File: config.mk
export PLATFORM = sky130hd
export DESIGN_NAME = ata_pio_engine
export DESIGN_NICKNAME = d
export VERILOG_FILES = /design/src/rtl/ata_pio_engine.sv
export SDC_FILE = /design/constraint.sdc
export NUM_CORES = 1
export LEC_CHECK = 0
export ABC_AREA = 1
export BUFFER_PORTS_ARGS = -buffer_cell sky130_fd_sc_hd__buf_4
export CAP_MARGIN = 20
export CORE_ASPECT_RATIO = 1.75
export CORE_UTILIZATION = 45
export CTS_CLUSTER_SIZE = 10
export DETAILED_ROUTE_END_ITERATION = 6
export HOLD_SLACK_MARGIN = 0.1
export PLACE_DENSITY = 0.76
export SETUP_SLACK_MARGIN = 0.3
export SYNTH_ARGS = -nofsm -noshare
export SYNTH_HDL_FRONTEND = slang
export SYNTH_SLANG_ARGS = --single-unit
export TNS_END_PERCENT = 1
File: constraint.sdc
create_clock -name clk -period 2.7 [get_ports clk]
set_input_delay 0.27 -clock clk [delete_from_list [all_inputs] [get_ports clk]]
set_output_delay 0.27 -clock clk [all_outputs]
set_load 0.01 [all_outputs]
File: src/rtl/ata_pio_engine.sv
module ata_pio_engine #(
  parameter int STROBE_CYC = 3,
  parameter int RECOV_CYC  = 2
) (
  input  logic        clk,
  input  logic        rst_n,
  input  logic        req_valid,
  input  logic [1:0]  req_kind,
  input  logic [4:0]  req_addr,
  input  logic [15:0] req_wdata,
  output logic        busy,
  output logic        done,
  output logic [15:0] rdata,
  output logic [2:0]  ata_da,
  output logic        ata_cs1_n,
  output logic        ata_cs3_n,
  output logic        ata_diow_n,
  output logic        ata_dior_n,
  output logic [15:0] ata_dd_out,
  output logic        ata_dd_oe,
  input  logic [15:0] ata_dd_in
);
  localparam int MAXC = (STROBE_CYC > RECOV_CYC) ? STROBE_CYC : RECOV_CYC;
  localparam int CW   = $clog2(MAXC + 1);

  typedef enum logic [1:0] {S_IDLE, S_SETUP, S_STROBE, S_RECOV} st_t;

  st_t           st;
  logic [CW-1:0] cnt;
  logic          is_rd, is_word;
  logic [15:0]   wdata_q;

  assign busy       = (st != S_IDLE);
  assign ata_diow_n = !(st == S_STROBE && !is_rd);
  assign ata_dior_n = !(st == S_STROBE && is_rd);
  assign ata_dd_oe  = busy && !is_rd;
  assign ata_dd_out = wdata_q;

  always_ff @(posedge clk or negedge rst_n) begin
    if (!rst_n) begin
      st        <= S_IDLE;
      cnt       <= '0;
      is_rd     <= 1'b0;
      is_word   <= 1'b0;
      wdata_q   <= '0;
      ata_da    <= '0;
      ata_cs1_n <= 1'b1;
      ata_cs3_n <= 1'b1;
      rdata     <= '0;
      done      <= 1'b0;
    end else begin
      done <= 1'b0;
      case (st)
        S_IDLE: if (req_valid) begin
          st      <= S_SETUP;
          is_rd   <= req_kind[0];
          is_word <= req_kind[1];
          if (req_kind[1]) begin
            ata_da    <= 3'd0;
            ata_cs1_n <= 1'b0;
            ata_cs3_n <= 1'b1;
            wdata_q   <= req_wdata;
          end else begin
            ata_da    <= req_addr[2:0];
            ata_cs1_n <= !req_addr[3];
            ata_cs3_n <= !req_addr[4];
            wdata_q   <= {8'h00, req_wdata[7:0]};
          end
        end
        S_SETUP: begin
          st  <= S_STROBE;
          cnt <= CW'(STROBE_CYC - 1);
        end
        S_STROBE: begin
          if (cnt == '0) begin
            st  <= S_RECOV;
            cnt <= CW'(RECOV_CYC - 1);
            if (is_rd) rdata <= is_word ? ata_dd_in : {8'h00, ata_dd_in[7:0]};
          end else begin
            cnt <= cnt - 1'b1;
          end
        end
        S_RECOV: begin
          if (cnt == '0) begin
            st   <= S_IDLE;
            done <= 1'b1;
          end else begin
            cnt <= cnt - 1'b1;
          end
        end
        default: st <= S_IDLE;
      endcase
    end
  end
endmodule

Yosys cells after proc, flatten, opt, wreduce, memory -nomap -nowiden:

Index checks and enable logic that the tools add are counted.

* ROM bits: 0
* bits in registers: 44
* bits in latches: 0
* memories kept: 0
* word-level logic and storage cells: 48
* bits in writable memories: 0

* bitwise logic cells: 0
* equal/unequal tests: 7
* reductions and logical operators: 16
* add/sub/neg operators: 1
* div/mod/pow operators: 0
* shift operators: 0
* mux-type cells: 14
* multiply operators: 0
* order comparisons: 0

Operators with widths (count)
* $mux 16: 2
* $mux 2: 5
* $pmux 2 s4: 1
* $ne 2x2->1 const B: 3
* $pmux 2 s3: 1
* $reduce_and 3->1: 2
* $logic_not 1->1: 5
* $eq 2x2->1 const B: 2
* $logic_not 2->1: 2
* $mux 1: 4
* $reduce_and 2->1: 2
* $logic_and 1x1->1: 3
* $mux 3: 1
* $reduce_bool 3->1: 1
* $eq 2x1->1 const B: 1
* $ne 2x1->1 const B: 1
* $reduce_bool 2->1: 1
* $sub 2x1->2 const B: 1

Logic depth before layout (Yosys ltp):

* word-level depth: 3
* depth in mapped cells: 7
* mapped depth without buffers: 7

Least setup slack after synthesis:

Ideal clock, no wire load.

* path type: register to output
* start point: reg st[0]
* end point: out ata_diow_n
* slack: 1.336 ns
* cell stages (with the launch flop): 5
* data arrival time: 1.094 ns
* buffers on the path: 0
* path through: dfrtp_1 -> inv_1 -> ha_1 -> inv_1 -> or2_2

* word-level cells in the longest chain between the ends: 3

Ends and longest elaborated chain
* start, declared: line 28 `st_t st;`
* start signal, assigned: line 41 `st <= S_IDLE;`
* start signal, assigned: line 55 `st <= S_SETUP;`
* start signal, assigned: line 71 `st <= S_STROBE;`
* $eq 2x2->1: line 34 `assign ata_diow_n = !(st == S_STROBE && !is_rd);`
* $logic_and 1x1->1: line 34
* $logic_not 1->1: line 34
* end, declared: line 17 `output logic ata_diow_n,`

No other way between the ends.

Final worst setup path:

* start point: reg st[0]
* end point: reg wdata_q[2], in the netlist ata_dd_out[2]

* word-level cells in the longest chain between the ends: 2

Ends and longest elaborated chain
* $logic_not 2->1: line 53 `case (st)`
* $reduce_and 2->1 (no line)
* end signal, assigned: line 62 `wdata_q <= req_wdata;`
* end signal, assigned: line 67 `wdata_q <= {8'h00, req_wdata[7:0]};`
* end, declared: line 31 `logic [15:0] wdata_q;`

No other way between the ends.
A chain may end at the register's enable or synchronous reset.

==> results.cfg <==
[sta]
period_share = 0.717
skew_ps = 8.74
slew_headroom = 0.605
drv_slew = 0
rsz0062_at_grt = false
tns_ps = 0
hold_viol_final = 0
period_minus_slack_ps = 1940
max_slew.worst_pin.slew_ps = 591
max_freq_mhz = 517
setup_viol = 0
hold_slack_ps = 113

[cts]
root_buffer = clkbuf_8
htreeDepth = 2
cts.sinks = 44
cts.clk_slew.worst_paths_ps = 80
clock_latency_ps = 290
cts_made_buffers = 5
cts_tree = yes
cts_setup_buffers = 0
cts_buffer_depth = 2

[setup_path]
crit_arrival_ps = 2120
path_common_cell = nand2_1
crit_type = register to register
critical-path-top-delay-family = simple AND/OR/NAND/NOR gates
critPathMaxFanout = 37
r2r_start = st[0]$_DFFE_PN0P_
cp_cell_sequence = inv_1 > ha_1 > nand2_2 > clkinv_1 > nand2_1 > nand2_1
max_stage_delay_ps = 460
start_kind = register
slowest_stage = nand2_2
cp-startpoint = st[0]$_DFFE_PN0P_
critPathBufInv = 2
worst_setup_path_end_kind = register
critPathRequiredTime_ps = 2880

[floorplan]
coreArea_sq_mm = 0.00415
start_util = 0.473
dieArea_sq_mm = 0.00464
dieHeight_microns = 89.3
die_w_microns = 51.9
ios = 84
row_count = 31

[global_routing]
grt_pass1_vias = 1542
grt_pass1_wl_microns = 6470
grt_remaining_overflow = 0
grt_use_total = 0.189
grt_max_degree = 45
grt_antenna_before_repair = 0

[cells_and_area]
antennaDiodeCount = 0
multi_input_area_sq_um = 718
ff_latch_area_sq_mm = 0.00110
fillers = 368
final_net_count = 348
syn_to_final_growth_pct = 36.9
finish.utilization = 0.647
final_cells = 351
drive_above_1_share = 0.384

[synth]
syn_area_sq_mm = 0.00196
synth_warnings = 0
synth_nets = 265
synthCells = 218
synth_cell_types = 18
yosysSeqAreaShare = 0.563
syn_area_per_cell_sq_um = 9.00
ys_seq_elements = 44

[placed_design]
gp_congestion = 0.762
dp.cells = 342
port_buffers = 83
hpwlAfterDp_microns = 2960

[drt]
routed_via_density = 4.68
drc_errors = 0
post_drt_wl_per_cell_microns = 11.2
dr.pass1.iters = 4
drt_iter0_markers = 38
routed_wl_microns = 3950
vias = 1643
ant_nets = 0

[hold_path]
min_path_type = input port to register
min_from = req_addr[3]

[power_and_ir_drop]
powerDensity_mw_per_mm2 = 1100
irDropWorstVdd_mv = 0.559
total_power_mw = 2.97
p_leak_nw = 1.48

[status]
status = completed

[job]
max_cap_viol_count = 0
==> cell type report <==
cell class,instances,share of cell area
Sequential cell,44,0.411
Timing Repair Buffer,84,0.236
Clock inverter,3,0.00699
Inverter,22,0.0307
Clock buffer,5,0.0256
Tap cell,49,0.0228
Multi-Input combinational cell,144,0.267
==> report_power, final <==
group / total [mW] / internal, mW / switching [mW]
sequential: 1.19 / 0.982 / 0.210
combinational: 1.38 / 0.670 / 0.709
clock: 0.394 / 0.180 / 0.214
total: 2.97 / 1.83 / 1.13
==> cells in the mapped netlist <==
cell type,instances,area share
o31ai_1,1,0.0038
ha_1,5,0.032
nor2_1,1,0.0019
o21ai_0,5,0.013
inv_1,21,0.040
nand2_1,97,0.19
dfstp_2,2,0.027
or2_2,1,0.0032
dfrtp_1,42,0.54
buf_2,4,0.010
buf_1,1,0.0019
nand3_1,5,0.013
nand3_4,1,0.0089
o21ai_2,16,0.071
nand2_2,5,0.016
o21ai_1,7,0.018
buf_6,3,0.017
clkinv_1,1,0.0019
==> stage by stage <==
stage | worst slack, ps | instance area [sq um]
2_1_floorplan | 1340 | 1960
3_3_place_gp | 843 | 2590
3_5_place_dp | 757 | 2590
4_1_cts | 758 | 2690
5_1_grt | 549 | 2690
6_report | 764 | 2690
==> placed cells by master, fill, tap and decap left out <==
cell	count
clkinv_4	1
o21ai_2	16
nor2_1	1
inv_1	21
clkbuf_8	5
o31ai_1	1
or2_2	1
dfstp_2	2
nand3_4	1
o21ai_0	5
buf_4	83
nand3_1	5
clkinv_1	1
nand2_1	97
nand2_2	5
clkinv_2	2
dfrtp_1	42
dlygate4sd3_1	1
o21ai_1	7
ha_1	5
==> cell families (layout without fill, tap and decap cells) <==
logic type	after synthesis	after routing	share of synthesized area
adder cells (fa/ha/maj)	5	5	0.0319
flip-flops	44	44	0.563
buffers and inverters	30	114	0.0714
AND/OR/NAND/NOR	110	110	0.228
AO/OA/AOI/OAI	29	29	0.106
==> per-layer routing <==
layer | global-route usage | share of wire
met4 | 0.0737 | 0.017
met2 | 0.340 | 0.55
met5 | 0 | 0
met1 | 0.198 | 0.37
met3 | 0.0612 | 0.067
==> final timing paths <==
path                                              to  slack (ps)  cells past startpoint
max                        ata_dd_out[2]$_DFFE_PN0P_         760                      6
max in group asynchronous      ata_cs3_n$_DFFE_PN1P_        1830                      2
min in group asynchronous  ata_dd_out[6]$_DFFE_PN0P_         500                      2
min reg2reg                     rdata[3]$_DFFE_PN0P_         490                      2
min                            ata_cs1_n$_DFFE_PN1P_         110                      2
max reg2reg                ata_dd_out[2]$_DFFE_PN0P_         760                      6
==> state kept, by name, indices dropped and copies added (netlist names) <==
| register | count |
|---|---|
| ata_cs1_n | 1 |
| ata_cs3_n | 1 |
| ata_da | 3 |
| ata_dd_out | 16 |
| cnt | 2 |
| done | 1 |
| is_rd | 1 |
| is_word | 1 |
| rdata | 16 |
| st | 2 |
==> repair_timing <==
| item | in CTS | in global routing |
|---|---|---|
| hold endpoints to repair | 42 | 0 |
| hold buffers | 1 | 0 |
| resized for setup | 0 | 0 |
(Power assumes the default switching activity.)
